==> config.mk <==
export PLATFORM = sky130hd
export DESIGN_NAME = wsr_speed_detect
export DESIGN_NICKNAME = d
export VERILOG_FILES = /design/src/rtl/wsr_pkg.sv /design/src/rtl/wsr_sync_edge.sv /design/src/rtl/wsr_period_counter.sv /design/src/rtl/wsr_ratio_classifier.sv /design/src/rtl/wsr_lock_filter.sv /design/src/rtl/wsr_speed_detect.sv
export SDC_FILE = /design/constraint.sdc
export NUM_CORES = 1
export LEC_CHECK = 0
export ABC_CLOCK_PERIOD_IN_PS = 8410
export BUFFER_PORTS_ARGS = -buffer_cell sky130_fd_sc_hd__buf_2
export CORE_MARGIN = 2
export CORE_UTILIZATION = 50
export CTS_CLUSTER_SIZE = 24
export DETAILED_ROUTE_END_ITERATION = 7
export GPL_ROUTABILITY_DRIVEN = 0
export PLACE_DENSITY = 0.72
export SLEW_MARGIN = 15
export SYNTH_ARGS = -nofsm -noshare
export SYNTH_HDL_FRONTEND = slang
export SYNTH_SLANG_ARGS = --single-unit
==> constraint.sdc <==
create_clock -name clk -period 8.41 [get_ports clk]
set_clock_uncertainty 0.2 [all_clocks]
set_input_delay 2.1025 -clock clk [delete_from_list [all_inputs] [get_ports clk]]
set_output_delay 2.1025 -clock clk [all_outputs]
set_load 0.01 [all_outputs]
==> src/rtl/wsr_pkg.sv <==
package wsr_pkg;

    typedef enum logic [1:0] {
        SPD_NORMAL = 2'b00,
        SPD_DOUBLE = 2'b01,
        SPD_QUAD   = 2'b10,
        SPD_RSVD   = 2'b11
    } speed_e;

    typedef struct packed {
        logic   hit;
        speed_e speed;
    } class_t;

    localparam int NUM_CLASSES = 3;
    localparam int ALTS        = 2;
    localparam int NUM_RATIOS  = NUM_CLASSES * ALTS;
    localparam int BASE_RATIO  = 64;

    // class index: 0 normal, 1 double, 2 quad; alt 0 -> x2, alt 1 -> x3
    function automatic int ratio_of(input int cls, input int alt);
        return (BASE_RATIO << (NUM_CLASSES - 1 - cls)) * ((alt != 0) ? 3 : 2);
    endfunction

    function automatic speed_e code_of(input int cls);
        case (cls)
            0:       return SPD_NORMAL;
            1:       return SPD_DOUBLE;
            2:       return SPD_QUAD;
            default: return SPD_RSVD;
        endcase
    endfunction

    function automatic logic near(input int meas, input int target, input int tol);
        int d;
        d = (meas > target) ? (meas - target) : (target - meas);
        return (d <= tol);
    endfunction

endpackage

==> src/rtl/wsr_sync_edge.sv <==
module wsr_sync_edge (
    input  logic clk,
    input  logic rst,
    input  logic async_in,
    output logic rise
);
    logic meta_q, sync_q, prev_q;

    always_ff @(posedge clk) begin
        if (rst) begin
            meta_q <= 1'b0;
            sync_q <= 1'b0;
            prev_q <= 1'b0;
        end else begin
            meta_q <= async_in;
            sync_q <= meta_q;
            prev_q <= sync_q;
        end
    end

    assign rise = sync_q & ~prev_q;

    AST_RISE_SINGLE: assert property (@(posedge clk) disable iff (rst)
        rise |=> !rise);
endmodule

==> src/rtl/wsr_period_counter.sv <==
module wsr_period_counter #(
    parameter int CNT_W = 10
) (
    input  logic             clk,
    input  logic             rst,
    input  logic             rise,
    output logic             meas_valid,
    output logic [CNT_W-1:0] meas_cnt,
    output logic             ovf_evt
);
    localparam logic [CNT_W-1:0] CNT_MAX = {CNT_W{1'b1}};

    logic [CNT_W-1:0] cnt_q;
    logic             primed_q;

    always_ff @(posedge clk) begin
        if (rst) begin
            cnt_q      <= '0;
            primed_q   <= 1'b0;
            meas_valid <= 1'b0;
            meas_cnt   <= '0;
            ovf_evt    <= 1'b0;
        end else begin
            meas_valid <= 1'b0;
            ovf_evt    <= 1'b0;
            if (rise) begin
                meas_valid <= primed_q;
                meas_cnt   <= cnt_q;
                cnt_q      <= CNT_W'(1);
                primed_q   <= 1'b1;
            end else if (cnt_q == CNT_MAX) begin
                ovf_evt  <= primed_q;
                primed_q <= 1'b0;
            end else begin
                cnt_q <= cnt_q + 1'b1;
            end
        end
    end

    AST_NO_OVERFLOW: assert property (@(posedge clk) disable iff (rst)
        ovf_evt |=> !meas_valid);
endmodule

==> src/rtl/wsr_ratio_classifier.sv <==
module wsr_ratio_classifier
    import wsr_pkg::*;
#(
    parameter int CNT_W = 10,
    parameter int TOL   = 2
) (
    input  logic [CNT_W-1:0] count,
    output class_t           result
);
    logic [NUM_RATIOS-1:0] hit_v;

    for (genvar c = 0; c < NUM_CLASSES; c++) begin : g_cls
        for (genvar a = 0; a < ALTS; a++) begin : g_alt
            assign hit_v[c*ALTS + a] = near(int'(count), ratio_of(c, a), TOL);
        end
    end

    always_comb begin
        result.hit   = 1'b0;
        result.speed = SPD_NORMAL;
        for (int i = 0; i < NUM_RATIOS; i++) begin
            if (hit_v[i]) begin
                result.hit   = 1'b1;
                result.speed = code_of(i / ALTS);
            end
        end
    end

    always_comb begin
        AST_ONE_RATIO: assert ($onehot0(hit_v));
        AST_NO_RSVD:   assert (!result.hit || result.speed != SPD_RSVD);
    end
endmodule

==> src/rtl/wsr_lock_filter.sv <==
module wsr_lock_filter
    import wsr_pkg::*;
#(
    parameter int LOCK_N = 4
) (
    input  logic   clk,
    input  logic   rst,
    input  logic   meas_valid,
    input  class_t meas_class,
    input  logic   ovf_evt,
    output speed_e speed_q,
    output logic   lock_q
);
    localparam int RUN_W = $clog2(LOCK_N + 1);
    localparam logic [RUN_W-1:0] RUN_FULL = RUN_W'(LOCK_N);
    localparam logic [RUN_W-1:0] RUN_LAST = RUN_W'(LOCK_N - 1);

    speed_e           cand_q;
    logic [RUN_W-1:0] run_q;

    always_ff @(posedge clk) begin
        if (rst) begin
            speed_q <= SPD_NORMAL;
            lock_q  <= 1'b0;
            cand_q  <= SPD_NORMAL;
            run_q   <= '0;
        end else if (ovf_evt) begin
            lock_q <= 1'b0;
            run_q  <= '0;
        end else if (meas_valid) begin
            if (!meas_class.hit) begin
                lock_q <= 1'b0;
                run_q  <= '0;
            end else if (run_q != '0 && meas_class.speed == cand_q) begin
                if (run_q >= RUN_LAST) begin
                    speed_q <= cand_q;
                    lock_q  <= 1'b1;
                    run_q   <= RUN_FULL;
                end else begin
                    run_q <= run_q + 1'b1;
                end
            end else begin
                cand_q <= meas_class.speed;
                run_q  <= RUN_W'(1);
                lock_q <= 1'b0;
            end
        end
    end

    AST_MISS_HOLDS: assert property (@(posedge clk) disable iff (rst)
        (meas_valid && !meas_class.hit) |=> (!lock_q && $stable(speed_q)));
    AST_OVF_UNLOCK: assert property (@(posedge clk) disable iff (rst)
        ovf_evt |=> (!lock_q && $stable(speed_q)));
    AST_SPEED_ON_MEAS: assert property (@(posedge clk) disable iff (rst)
        !$stable(speed_q) |-> $past(meas_valid));
    AST_LOCK_ON_HIT: assert property (@(posedge clk) disable iff (rst)
        $rose(lock_q) |-> $past(meas_valid && meas_class.hit));
endmodule

==> src/rtl/wsr_speed_detect.sv <==
module wsr_speed_detect
    import wsr_pkg::*;
#(
    parameter int CNT_W  = 10,
    parameter int TOL    = 2,
    parameter int LOCK_N = 4
) (
    input  logic       clk,
    input  logic       rst,
    input  logic       wclk_in,
    input  logic       manual_en,
    input  logic [1:0] manual_speed,
    output logic [1:0] speed,
    output logic       locked
);
    logic             rise;
    logic             meas_valid;
    logic             ovf_evt;
    logic [CNT_W-1:0] meas_cnt;
    class_t           meas_class;
    speed_e           det_speed;
    logic             det_lock;

    wsr_sync_edge u_sync (
        .clk      (clk),
        .rst      (rst),
        .async_in (wclk_in),
        .rise     (rise)
    );

    wsr_period_counter #(.CNT_W(CNT_W)) u_count (
        .clk        (clk),
        .rst        (rst),
        .rise       (rise),
        .meas_valid (meas_valid),
        .meas_cnt   (meas_cnt),
        .ovf_evt    (ovf_evt)
    );

    wsr_ratio_classifier #(.CNT_W(CNT_W), .TOL(TOL)) u_class (
        .count  (meas_cnt),
        .result (meas_class)
    );

    wsr_lock_filter #(.LOCK_N(LOCK_N)) u_lock (
        .clk        (clk),
        .rst        (rst),
        .meas_valid (meas_valid),
        .meas_class (meas_class),
        .ovf_evt    (ovf_evt),
        .speed_q    (det_speed),
        .lock_q     (det_lock)
    );

    assign speed  = manual_en ? manual_speed : det_speed;
    assign locked = manual_en | det_lock;

    AST_DET_CODE_VALID: assert property (@(posedge clk) disable iff (rst)
        (!manual_en && locked) |-> (speed != SPD_RSVD));
endmodule

==> flow_summary.json <==
{
  "endpoint_kind": "output port",
  "ys_seq_area_share_pct": 25.5,
  "p_total_uw": 342,
  "grt_start_max_net_pins": 25,
  "clk_pin_slew_ps": 60,
  "path_class": "in -> out",
  "sw_frac_of_total_pct": 22.6,
  "portBuffers": 8,
  "drcViolationCount": 0,
  "dpl_cell_area_mm2": 0.00272,
  "worstMarginPinSlew_ps": 1060,
  "ir_drop_v": 0.000164,
  "cts_inserted_buffers": 5,
  "setup-tns-final_ps": 0,
  "clock_sinks": 34,
  "drive_gt1_share_pct": 8.71,
  "maxCapViolations": 0,
  "syn_avg_cell_area_um2": 7.94,
  "required_ps": 6110,
  "diodes": 0,
  "die_x_um": 77.0,
  "cp-start-kind": "input pin",
  "hold_path.class": "reg -> reg",
  "relSlewSlack_pct": 28.8,
  "antenna_found_initial": 0,
  "grt_pass1_vias": 2144,
  "synthToLayoutAreaGrowth_pct": 5.96,
  "ys_warn_count": 0,
  "final_cell_area_mm2": 0.00283,
  "grt_usage_pct": 20.2,
  "crit_fanout": 3,
  "internal_power_uw": 265,
  "grt_pass1_wl_um": 10100,
  "p_sw_uw": 77.2,
  "grt_overflow_total": 0,
  "comb_power_share_pct": 9.8,
  "vias": 2384,
  "dp_hpwl_um": 4130,
  "root_buffer": "clkbuf_8",
  "htreeDepth": 2,
  "ant_nets": 0,
  "first_pass_iters": 5,
  "nets": 362,
  "clock_latency_ps": 280,
  "p_leak_nw": 1.09,
  "clockBufferDepth": 2,
  "wl_per_cell_um": 14.2,
  "clkPwrFrac_pct": 41.8,
  "die_h_um": 77.0,
  "start_util_pct": 51.9,
  "synth_area_leaders": "dfxtp_1 26%, ha_1 11%, nand2_1 5.2%",
  "die_area_mm2": 0.00593,
  "slew_violations": 0,
  "rsz0062_at_grt": "false",
  "cts_setup_buffers": 0,
  "ys_async_sr_fraction_pct": 0,
  "period_share_pct": 59.2,
  "utilization_pct": 55.0,
  "synthFlopType": "dfxtp_1",
  "post_cts_resized": 0,
  "drt-total-wl_um": 5730,
  "ys_types": 66,
  "final.min_clock_period_ps": 4980,
  "synth_largest_area_cell": "dfxtp_1",
  "fmax_ghz": 0.201,
  "synth_enable_flop_cells": 0,
  "sequentialPowerShare_pct": 48.4,
  "final_hold_viol_count": 0,
  "drt_iter0_drc": 276,
  "ioPinCount": 9,
  "status": "complete, no violations",
  "synth_top_area_share_pct": 25.5,
  "finalSetupViolations": 0,
  "holdWs_ps": 240,
  "worstPathArrival_ps": 2680,
  "netlist_instances": 336,
  "core_area_mm2": 0.00514,
  "ys_ff_latch": 34,
  "cts_tree": "done",
  "syn-num-nets": 366,
  "syn_area_mm2": 0.00267,
  "rows": 26,
  "p_per_area_mw_per_mm2": 121,
  "viasPerCell": 5.92,
  "postCtsHoldBufs": 0
}
Yosys cell counts, types with 8 or more instances:
| cell type | instances |
|---|---|
| a211oi_1 | 8 |
| a21oi_1 | 19 |
| clkbuf_1 | 16 |
| dfxtp_1 | 34 |
| ha_1 | 24 |
| inv_1 | 14 |
| mux2i_1 | 11 |
| nand2_1 | 37 |
| nand2b_1 | 9 |
| nand3_1 | 8 |
| nor2_1 | 25 |
| nor2b_1 | 9 |
| o21ai_0 | 10 |
| xnor2_1 | 9 |
worst max-delay path, cell delays in order:
cell	delay (ps)
buf_2	110
mux2_2	330
buf_2	140
per-stage QoR:
| stage | setup slack (ps) | cells |
|---|---|---|
| 3_5_place_dp | 3430 | 395 |
| 3_3_place_gp | 3450 | 395 |
| 4_1_cts | 3430 | 403 |
| 6_report | 3430 | 403 |
| 5_1_grt | 3410 | 403 |
| 2_1_floorplan | 3670 | 336 |
final timing paths:
kind                             from               to  slack (ps)  cells past startpoint
setup / recovery            manual_en         speed[1]        3430                      3
hold reg to reg         u_sync.meta_q    u_sync.sync_q         240                      1
setup reg to reg  u_count.meas_cnt[9]  u_lock.run_q[2]        4410                     11
hold / removal          u_sync.meta_q    u_sync.sync_q         240                      1
area by class of cell:
class | count | area (um2)
clock buffers | 5 | 68.8
clock inverters | 3 | 40.0
fillers | 517 | 2310
inverters | 14 | 52.6
multi-input cells | 268 | 1850
flip-flops and latches | 34 | 681
well taps | 70 | 87.6
repair buffers | 9 | 47.5
sequential cells by signal, summed over array words and instances (netlist names):
name / flops
u_lock.cand_q: 2
u_sync.prev_q: 1
u_sync.meta_q: 1
u_lock.run_q: 3
u_count.cnt_q: 10
u_lock.speed_q: 2
u_count.primed_q: 1
u_sync.sync_q: 1
u_lock.lock_q: 1
u_count.meas_valid: 1
u_count.ovf_evt: 1
u_count.meas_cnt: 10
cells in the final DEF, fill, tap and decap left out, types with 6 or more instances in the layout:
cell type and n:
mux2i_1 11, xnor2_1 9, nor3_1 6, a21oi_1 19
inv_1 14, o21ai_0 10, a211oi_1 8, dfxtp_1 34
nand4_1 6, nor2b_1 9, nand3_1 8, nor2_1 25
ha_1 24, nand2_1 37, buf_2 8, nand2b_1 9
power groups by stage:
stage	Clock, mW	Combinational (mW)	Sequential (mW)
after detailed placement	0	0.0331	0.169
final	0.143	0.0335	0.166
after floorplan	0	0.0261	0.169
after global placement	0	0.0324	0.169
after CTS	0.146	0.0333	0.166
after global routing	0.156	0.0373	0.166
logic make-up (layout without fill, tap and decap cells):
group                      count (synthesis)  count (layout)  share of synthesized area (%)
xor gates and xnor gates                  12              12                           3.94
DFF                                       34              34                           25.5
AOI/OAI and AO/OA                         84              84                           22.0
muxes                                     13              13                           4.97
adders and majority gates                 24              24                           11.3
buffers and inverters                     34              31                           5.16
and+or+nand+nor                          135             135                           27.1
routing by layer:
metal	routed length [um]	global-route usage, %
met5	0	0
met4	114	6.96
met3	281	3.29
met2	2540	31.8
met1	2790	28.2
No activity file was read; power rests on OpenSTA's default activity.
